[src/rtl/rmw_exec_pkg.sv]
package rmw_exec_pkg;
  typedef enum logic [2:0] {
    PAIR_ASL_OR  = 3'd0,
    PAIR_ROL_AND = 3'd1,
    PAIR_LSR_XOR = 3'd2,
    PAIR_ROR_ADD = 3'd3,
    PAIR_RSV4    = 3'd4,
    PAIR_RSV5    = 3'd5,
    PAIR_DEC_CMP = 3'd6,
    PAIR_INC_SUB = 3'd7
  } pair_e;

  typedef enum logic [1:0] {
    ST_IDLE, ST_READ, ST_WR_OLD, ST_WR_NEW
  } seq_e;

  localparam logic [1:0] GROUP_COMBINED = 2'b11;
  localparam logic [2:0] COL_IMMEDIATE  = 3'b010;

  function automatic logic pair_supported(input pair_e p);
    return !(p == PAIR_RSV4 || p == PAIR_RSV5);
  endfunction
endpackage

[src/rtl/rmw_mem_step.sv]
module rmw_mem_step
  import rmw_exec_pkg::*;
#(
  parameter int DW = 8
) (
  input  pair_e          pair,
  input  logic [DW-1:0]  din,
  input  logic           cin,
  output logic [DW-1:0]  dout,
  output logic           cout
);
  localparam logic [DW-1:0] ONE = DW'(1);

  always_comb begin
    dout = din;
    cout = cin;
    case (pair)
      PAIR_ASL_OR:  {cout, dout} = {din, 1'b0};
      PAIR_ROL_AND: {cout, dout} = {din, cin};
      PAIR_LSR_XOR: {dout, cout} = {1'b0, din};
      PAIR_ROR_ADD: {dout, cout} = {cin, din};
      PAIR_DEC_CMP: dout = din - ONE;
      PAIR_INC_SUB: dout = din + ONE;
      default: ;
    endcase
  end
endmodule

[src/rtl/rmw_acc_step.sv]
module rmw_acc_step
  import rmw_exec_pkg::*;
#(
  parameter int DW = 8
) (
  input  pair_e          pair,
  input  logic [DW-1:0]  a,
  input  logic [DW-1:0]  m,
  input  logic           cin,
  input  logic           vin,
  output logic [DW-1:0]  res,
  output logic           n,
  output logic           v,
  output logic           z,
  output logic           c
);
  localparam int MSB = DW - 1;
  logic          inv;
  logic [DW-1:0] m_eff;
  logic          c_add;
  logic [DW:0]   sum;

  assign inv   = (pair == PAIR_DEC_CMP) || (pair == PAIR_INC_SUB);
  assign m_eff = inv ? ~m : m;
  assign c_add = (pair == PAIR_DEC_CMP) ? 1'b1 : cin;
  assign sum   = {1'b0, a} + {1'b0, m_eff} + {{DW{1'b0}}, c_add};

  always_comb begin
    res = a;
    v   = vin;
    c   = cin;
    case (pair)
      PAIR_ASL_OR:  res = a | m;
      PAIR_ROL_AND: res = a & m;
      PAIR_LSR_XOR: res = a ^ m;
      PAIR_ROR_ADD, PAIR_INC_SUB: begin
        res = sum[DW-1:0];
        c   = sum[DW];
        v   = (a[MSB] == m_eff[MSB]) && (sum[MSB] != a[MSB]);
      end
      PAIR_DEC_CMP: c = sum[DW];
      default: ;
    endcase
    if (pair == PAIR_DEC_CMP) begin
      n = sum[MSB];
      z = (sum[DW-1:0] == '0);
    end else begin
      n = res[MSB];
      z = (res == '0);
    end
  end
endmodule

[src/rtl/rmw_alu_exec.sv]
module rmw_alu_exec
  import rmw_exec_pkg::*;
#(
  parameter int DW = 8
) (
  input  logic          clk,
  input  logic          rst,
  input  logic          start,
  input  logic [7:0]    opcode,
  input  logic [DW-1:0] mem_rdata,
  input  logic [DW-1:0] acc_in,
  input  logic          carry_in,
  input  logic          ovf_in,
  output logic          busy,
  output logic          bus_rd,
  output logic          bus_wr,
  output logic [DW-1:0] bus_wdata,
  output logic [DW-1:0] acc_out,
  output logic          flag_n,
  output logic          flag_v,
  output logic          flag_z,
  output logic          flag_c,
  output logic          res_valid
);
  seq_e          st;
  pair_e         pair_q;
  logic [DW-1:0] acc_q, data_q;
  logic          c_q, v_q;

  pair_e         pair_in;
  logic          accept, is_imm, idle;
  logic [DW-1:0] mod_d;
  logic          mod_c;

  pair_e         alu_pair;
  logic [DW-1:0] alu_a, alu_m, alu_res;
  logic          alu_cin, alu_vin, alu_n, alu_v, alu_z, alu_c;

  assign pair_in = pair_e'(opcode[7:5]);
  assign idle    = (st == ST_IDLE);
  assign is_imm  = (opcode[4:2] == COL_IMMEDIATE);
  assign accept  = start && idle && (opcode[1:0] == GROUP_COMBINED) &&
                   pair_supported(pair_in);
  assign busy    = !idle;

  rmw_mem_step #(.DW(DW)) u_mem (
    .pair(pair_q), .din(data_q), .cin(c_q), .dout(mod_d), .cout(mod_c)
  );

  // Idle: immediate operand straight from ports; otherwise the captured state.
  assign alu_pair = idle ? pair_in   : pair_q;
  assign alu_a    = idle ? acc_in    : acc_q;
  assign alu_m    = idle ? mem_rdata : mod_d;
  assign alu_cin  = idle ? carry_in  : mod_c;
  assign alu_vin  = idle ? ovf_in    : v_q;

  rmw_acc_step #(.DW(DW)) u_alu (
    .pair(alu_pair), .a(alu_a), .m(alu_m), .cin(alu_cin), .vin(alu_vin),
    .res(alu_res), .n(alu_n), .v(alu_v), .z(alu_z), .c(alu_c)
  );

  always_ff @(posedge clk) begin
    if (rst) begin
      st        <= ST_IDLE;
      pair_q    <= PAIR_ASL_OR;
      acc_q     <= '0;
      data_q    <= '0;
      c_q       <= 1'b0;
      v_q       <= 1'b0;
      bus_rd    <= 1'b0;
      bus_wr    <= 1'b0;
      bus_wdata <= '0;
      acc_out   <= '0;
      flag_n    <= 1'b0;
      flag_v    <= 1'b0;
      flag_z    <= 1'b0;
      flag_c    <= 1'b0;
      res_valid <= 1'b0;
    end else begin
      bus_rd    <= 1'b0;
      bus_wr    <= 1'b0;
      res_valid <= 1'b0;
      case (st)
        ST_IDLE: begin
          if (accept) begin
            pair_q <= pair_in;
            acc_q  <= acc_in;
            c_q    <= carry_in;
            v_q    <= ovf_in;
            if (is_imm) begin
              acc_out   <= alu_res;
              flag_n    <= alu_n;
              flag_v    <= alu_v;
              flag_z    <= alu_z;
              flag_c    <= alu_c;
              res_valid <= 1'b1;
            end else begin
              bus_rd <= 1'b1;
              st     <= ST_READ;
            end
          end
        end
        ST_READ: begin
          data_q    <= mem_rdata;
          bus_wdata <= mem_rdata;
          bus_wr    <= 1'b1;
          st        <= ST_WR_OLD;
        end
        ST_WR_OLD: begin
          bus_wdata <= mod_d;
          bus_wr    <= 1'b1;
          st        <= ST_WR_NEW;
        end
        ST_WR_NEW: begin
          acc_out   <= alu_res;
          flag_n    <= alu_n;
          flag_v    <= alu_v;
          flag_z    <= alu_z;
          flag_c    <= alu_c;
          res_valid <= 1'b1;
          st        <= ST_IDLE;
        end
        default: st <= ST_IDLE;
      endcase
    end
  end
endmodule

[config.mk]
export PLATFORM = sky130hd
export DESIGN_NAME = rmw_alu_exec
export DESIGN_NICKNAME = d
export VERILOG_FILES = /design/src/rtl/rmw_exec_pkg.sv /design/src/rtl/rmw_mem_step.sv /design/src/rtl/rmw_acc_step.sv /design/src/rtl/rmw_alu_exec.sv
export SDC_FILE = /design/constraint.sdc
export NUM_CORES = 1
export LEC_CHECK = 0
export BUFFER_PORTS_ARGS = -buffer_cell sky130_fd_sc_hd__clkbuf_2
export CORE_UTILIZATION = 50
export DETAILED_ROUTE_END_ITERATION = 8
export GPL_ROUTABILITY_DRIVEN = 0
export PLACE_DENSITY = 0.8
export SLEW_MARGIN = 5
export SYNTH_ARGS = -nofsm -noshare
export SYNTH_HDL_FRONTEND = slang
export SYNTH_SLANG_ARGS = --single-unit
[constraint.sdc]
create_clock -name clk -period 9.5 [get_ports clk]
set_input_delay 0 -clock clk [delete_from_list [all_inputs] [get_ports clk]]
set_output_delay 0 -clock clk [all_outputs]
set_load 0.01 [all_outputs]
==> run_results.csv, run 1 <==
group,metric,value,unit
sta,fin_setup_tns,0,ns
detailed_routing,drt_iter0_drc,287,
sta,period_share,52.9,%
detailed_routing,drt-total-wl,9480,µm
clocking,post_cts_buffers,0,
sta,rsz0062_at_grt,"no",
synthesis,ys_seq_area_share,24.0,%
die,ios,53,
clocking,htree_levels,2,
global_route,grt.total_usage,24.8,%
power_and_ir_drop,total_power,0.00109,W
detailed_routing,drt_pass1_iterations,5,
clocking,clock_latency,0.31,ns
final_layout,final_common_cell,"nor2_1",
sta,max-slew-margin-rel,16.6,%
detailed_routing,drt_drc_violations_left,0,
synthesis,yosysUniqueCellTypes,71,
sta,finalHoldViolations,0,
placement,port_buffers,52,
critical_path,crit_fanout,19,
synthesis,synthesis.area,3830,µm²
synthesis,synth_nets,514,
critical_path,worstSetupPathType,"reg2reg",
global_route,antenna_found_initial,0,
power_and_ir_drop,p_clk_share,11.4,%
synthesis,avgSynthCellArea,8.59,µm²
critical_path,endpoint_kind,"register",
min_path,min_path_type,"in2reg",
outcome,outcome,"completed",
synthesis,async_reset_ff_share,0,%
final_layout,nets,563,
synthesis,ys_seq_elements,46,
sta,setup_ws,4.47,ns
critical_path,slowest_stage,"dfxtp_1",
final_layout,area_growth,13.2,%
power_and_ir_drop,p_sw,0.000515,W
global_route,grt_overflow,0,
clocking,cts_tree,"yes",
detailed_routing,drtAntennaViolNets,0,
placement,dpl_cell_area,4080,µm²
sta,skew,0.0114,ns
power_and_ir_drop,pwr-share-seq,22.2,%
critical_path,cp_common_cell,"mux2i_1",
power_and_ir_drop,p_sw_share,47.2,%
sta,worst_pin_slew,1.23,ns
global_route,grt_pass1_vias,3285,
clocking,cts_resized,0,
synthesis,synth-main-ff-cell,"dfxtp_1",
clocking,clock_sinks,46,
die,dieArea,8020,µm²
final_layout,drive_gt1_share,19.2,%
die,initial_core_util,52.3,%
critical_path,crit_arrival,5.26,ns
critical_path,crit_family,"multiplexers",
critical_path,crit_required,9.73,ns
final_layout,final_cell_area,4340,µm²
power_and_ir_drop,intPower,0.000575,W
clocking,cts_buffer_depth,2,
sta,finalSetupViolCount,0,
final_layout,most-common-layout-cells,"55 x nor2_1, 52 x clkbuf_2, 46 x dfxtp_1",
critical_path,cp_cell_sequence,"nand3_1 -> fa_1 -> mux4_2 -> mux2i_1 -> xnor2_1 -> ha_1 -> a211oi_2 -> nor3b_2 -> o41ai_4 -> mux2i_1 -> a2111oi_2 -> or3_1 -> a21oi_1",
power_and_ir_drop,leakage,1.84,nW
clocking,path_clk_slew,0.10,ns
detailed_routing,viasPerCell,5.95,
synthesis,synth_warnings,0,
synthesis,synth_edf_count,0,
critical_path,slowest_delay,0.81,ns
detailed_routing,dr_total_vias,3541,
critical_path,start_kind,"register",
global_route,grt_start_max_net_pins,49,
power_and_ir_drop,ir_drop,114,µV
synthesis,netlist_instances,446,
critical_path,critical_path_buf_inv_count,0,
final_layout,utilization,59.2,%
run,max_cap_viol_count,0,
die,row_count,31,
final_layout,fillers,632,
sta,layout_min_cycle_time,5.03,ns
die,fp.dieW,89.6,µm
clocking,cts_made_buffers,5,
critical_path,reg2reg_slack,4.47,ns
clocking,root_buffer,"clkbuf_8",
detailed_routing,routedWlPerCell,15.9,µm
sta,drv_slew,0,
clocking,hold_buffers,17,
sta,fmax,0.199,GHz
placement,place_hpwl,7160,µm
die,core-area,7330,µm²
die,die_h,89.6,µm
power_and_ir_drop,p_per_area,251,nW/µm²
placement,pre_cts_ws,4.54,ns
global_route,grt_pass1_wl,15300,µm
power_and_ir_drop,comb_power_share,66.4,%
final_layout,antenna_cells,0,
-- path summary, 6_finish.rpt --
check | startpoint | end | depth (start not counted)
worst max-delay path | pair_q[2] | flag_n | 13
worst min-delay path | mem_rdata[7] | bus_wdata[7] | 3
worst max register to register | pair_q[2] | flag_n | 13
worst min register to register | acc_out[2] | acc_out[2] | 2
-- power by group through the flow --
stage                     Sequential [W]  Clock (W)  Combinational [W]
after floorplan                 0.000245          0           0.000565
after global placement          0.000244          0           0.000672
after detailed placement        0.000246          0           0.000699
after CTS                       0.000241   0.000125           0.000710
after global routing            0.000246   0.000134           0.000788
final                           0.000242   0.000124           0.000724
-- Yosys cell counts (3+ instances only) --
cell      number  area, µm²
nor3_1        10       50.1
o21ai_0       12       60.1
fa_1           3       60.1
clkbuf_1      11       41.3
o21ai_1        9       45.0
dfxtp_1       46        921
nand2_1       30        113
nor2_1        55        206
inv_1         26       97.6
a211oi_1       6       45.0
nand3_1       11       55.1
nand2b_1       5       31.3
or3_1          3       18.8
buf_2          7       35.0
xor2_1         4       35.0
buf_4          3       22.5
a31oi_1        5       31.3
buf_1          4       15.0
mux2_2         6       67.6
xnor2_1       14        123
o22ai_1        5       31.3
buf_6          3       33.8
a21o_1         3       22.5
a21oi_1       20        100
o21a_1         3       22.5
mux4_2         6        135
mux2i_1       41        410
o21bai_1       3       22.5
ha_1          36        450
-- cell families after synthesis --
kind of cell	Yosys count	synth area share [%]
AOI/OAI and AO/OA	98	18.4
xor gates and xnor gates	18	4.11
DFF	46	24.0
buffers and inverters	55	6.50
muxes	57	17.5
and+or+nand+nor	133	16.2
adders and majority gates	39	13.3
-- layer usage --
metal,track usage [%],share of wire (%),vias up
met2,41.0,47,148
li1,-,-,1686
met5,0,0,-
met1,33.1,44,1689
met3,4.25,7.3,18
met4,7.07,1.3,0
-- state kept, by name, indices dropped and copies added (netlist names) --
signal,count
acc_out,8
c_q,1
acc_q,8
bus_wdata,8
flag_n,1
bus_rd,1
st,2
flag_v,1
bus_wr,1
res_valid,1
flag_z,1
flag_c,1
v_q,1
data_q,8
pair_q,3
-- worst min-delay path, delay by kind of cell --
family	cells	cell delay (ns)
AOI/OAI and AO/OA	2	0.16
buffers and inverters	1	0.14
-- metrics by stage --
step	hold WS (ns)	std cells
global placement	0.254	570
global route	0.0551	595
CTS	0.0184	595
floorplan	0.146	446
detailed placement	0.265	570
finish	0.0205	595
-- layout make-up --
class | count | area [µm²] | share of cell area, %
Timing Repair Buffer | 70 | 438 | 10.1
Tap cell | 99 | 124 | 2.86
Multi-Input combinational cell | 345 | 2660 | 61.4
Inverter | 27 | 101 | 2.34
Sequential cell | 46 | 921 | 21.2
Clock buffer | 5 | 68.8 | 1.59
Clock inverter | 3 | 21.3 | 0.490
Power figures use the tool's default switching activity.
==> run 2, diff against run 1 <==
PLACE_DENSITY = 0.83   (was 0.8)
clock period = 4.1 ns   (was 9.5 ns; I/O delays follow)
==> run_results.csv, run 2 (synthesis gave the netlist of run 1 again) <==
group,metric,value,unit
final_layout,fillers,563,
critical_path,start_kind,"register",
sta,drv_slew,0,
power_and_ir_drop,pwr-share-seq,19.5,%
detailed_routing,routedWlPerCell,17.3,µm
die,dieArea,8020,µm²
detailed_routing,drt-total-wl,10800,µm
detailed_routing,drt_pass1_iterations,5,
min_path,whs_endpoint,"data_q[7]",
global_route,grtUsageMet3,5.08,%
critical_path,crit_family,"compound AO/OA/AOI/OAI gates",
detailed_routing,dr_total_vias,3723,
critical_path,r2r-start,"pair_q[1]",
sta,finalSetupViolCount,4,
critical_path,reg2reg_slack,-0.10,ns
clocking,htree_levels,2,
global_route,grt_pass1_vias,3395,
clocking,cts_made_buffers,5,
clocking,cts_buffer_depth,2,
placement,place_hpwl,7440,µm
detailed_routing,drt_drc_violations_left,0,
critical_path,slowest_stage,"mux4_2",
sta,hold_ws,-0.00138,ns
outcome,outcome,"finished, violations left",
critical_path,critical_path_buf_inv_count,0,
critical_path,cp_cell_sequence,"nand3_4 -> ha_4 -> nand3_1 -> o21ai_1 -> nand2b_1 -> xnor2_1 -> mux4_2 -> o21a_2 -> xnor2_2 -> ha_1 -> o21ai_0 -> o21bai_1 -> o41ai_4 -> mux2i_1 -> a2111oi_2 -> or3_1 -> a21oi_2",
min_path,min_path_type,"in2reg",
sta,fmax,0.238,GHz
clocking,clock_sinks,46,
power_and_ir_drop,comb_power_share,70.4,%
placement,dpl_cell_area,4240,µm²
critical_path,reg2reg_to,"flag_n",
die,fp.dieW,89.6,µm
final_layout,area_growth,22.0,%
min_path,holdPathStages,3,
clocking,path_clk_slew,0.10,ns
global_route,grt_overflow,0,
sta,max-slew-margin-rel,33.1,%
detailed_routing,drtAntennaViolNets,0,
sta,period_share,102,%
global_route,met2_usage,41.5,%
final_layout,drive_gt1_share,27.3,%
power_and_ir_drop,intPower,0.00154,W
sta,fin_setup_tns,-0.222,ns
run,max_cap_viol_count,0,
final_layout,final_common_cell,"nor2_1",
global_route,grt_start_max_net_pins,49,
global_route,grt.total_usage,26.4,%
min_path,hold_path_startpoint,"mem_rdata[7]",
die,core-area,7330,µm²
critical_path,crit_arrival,4.44,ns
die,ios,53,
critical_path,crit_required,4.34,ns
sta,finalHoldViolations,1,
final_layout,antenna_cells,0,
sta,layout_min_cycle_time,4.20,ns
power_and_ir_drop,p_per_area,616,nW/µm²
sta,skew,0.0116,ns
power_and_ir_drop,p_clk_share,10.1,%
power_and_ir_drop,leakage,2.00,nW
power_and_ir_drop,p_sw_share,46.4,%
power_and_ir_drop,ir_drop,246,µV
clocking,cts_tree,"yes",
critical_path,worstSetupPathType,"reg2reg",
final_layout,most-common-layout-cells,"55 x nor2_1, 52 x clkbuf_2, 43 x dfxtp_1",
critical_path,crit_fanout,7,
global_route,grt_busiest_layer,"met2",
final_layout,nets,591,
global_route,antenna_found_initial,0,
power_and_ir_drop,p_sw,0.00134,W
detailed_routing,viasPerCell,5.98,
global_route,met1_usage,35.1,%
critical_path,endpoint_kind,"register",
detailed_routing,drt_iter0_drc,351,
outcome,failed_checks,"negative hold slack, negative setup slack",
sta,setup_ws,-0.102,ns
final_layout,final_cell_area,4680,µm²
clocking,clock_latency,0.32,ns
clocking,root_buffer,"clkbuf_8",
critical_path,reg2reg_depth,17,
placement,port_buffers,52,
critical_path,slowest_delay,0.54,ns
die,die_h,89.6,µm
die,initial_core_util,52.3,%
sta,rsz0062_at_grt,"yes",
die,row_count,31,
sta,worst_pin_slew,1.00,ns
global_route,grt_pass1_wl,16200,µm
run 2: cell types whose count changed in the layout (fill, tap and decap cells not counted), moves of 3 or more:
cell	delta
ha_4	+4
dfxtp_1	-3
ha_2	+3
a21oi_1	-3
ha_1	-7
buf_4	+28
dfxtp_2	+3
a21oi_2	+3
run 2: metrics by stage:
| stage | hold WS, ns | util (%) | total power, W | setup WS, ns | cells |
|---|---|---|---|---|---|
| floorplan | 0.146 | - | 0.00189 | 0.00479 | 446 |
| global route | 0.0131 | 63.8 | 0.00307 | -0.158 | 623 |
| CTS | 0.00855 | 61.4 | 0.00264 | 0.0128 | 614 |
| detailed placement | 0.261 | 57.8 | 0.00234 | 0.0417 | 589 |
| global placement | 0.253 | 57.8 | 0.00227 | 0.159 | 589 |
| finish | -0.00138 | 63.8 | 0.00288 | -0.102 | 623 |
run 2: power groups by stage:
stage	Combinational [W]	Sequential [W]	Clock, W
floorplan	0.00132	0.000567	0
global placement	0.00171	0.000561	0
detailed placement	0.00177	0.000563	0
CTS	0.00180	0.000554	0.000287
global route	0.00218	0.000568	0.000315
finish	0.00203	0.000562	0.000292
run 2: how the worst max path moves through the flow:
stage,startpoint,to,cells after the start
after floorplan,pair_q[1],flag_n,17
after global placement,pair_q[1],flag_n,15
after detailed placement,pair_q[0],flag_n,15
after CTS,pair_q[0],flag_n,15
after global routing,pair_q[1],flag_n,17
final,pair_q[1],flag_n,17
run 2: area by class of cell:
type / count / area (µm²) / area share, %
Inverter: 27 / 101 / 2.17
Sequential cell: 46 / 925 / 19.8
Timing Repair Buffer: 98 / 648 / 13.9
Tap cell: 99 / 124 / 2.65
Clock buffer: 5 / 68.8 / 1.47
Multi-Input combinational cell: 345 / 2790 / 59.6
Clock inverter: 3 / 21.3 / 0.455
run 2: worst register-to-register path: stages, from the launching register on:
cell and delay (ns):
dfxtp_2 0.37, nand3_4 0.18, ha_4 0.35, nand3_1 0.08, o21ai_1 0.23, nand2b_1 0.16, xnor2_1 0.10, mux4_2 0.54
o21a_2 0.27, xnor2_2 0.16, ha_1 0.31, o21ai_0 0.10, o21bai_1 0.31, o41ai_4 0.17, mux2i_1 0.29, a2111oi_2 0.07
or3_1 0.34, a21oi_2 0.11
run 2: what timing repair did:
item | CTS | global route
buffers inserted | 0 | 9
hold buffers | 17 | 0
endpoints found under the setup margin | 0 | 7
endpoints found under the hold margin | 18 | 0
resized for setup | 0 | 19
run 2: layer usage:
metal | wire (µm) | part of all wire, %
met5 | 0 | 0
met4 | 512 | 4.7
met3 | 866 | 8.0
met2 | 4960 | 46
met1 | 4460 | 41
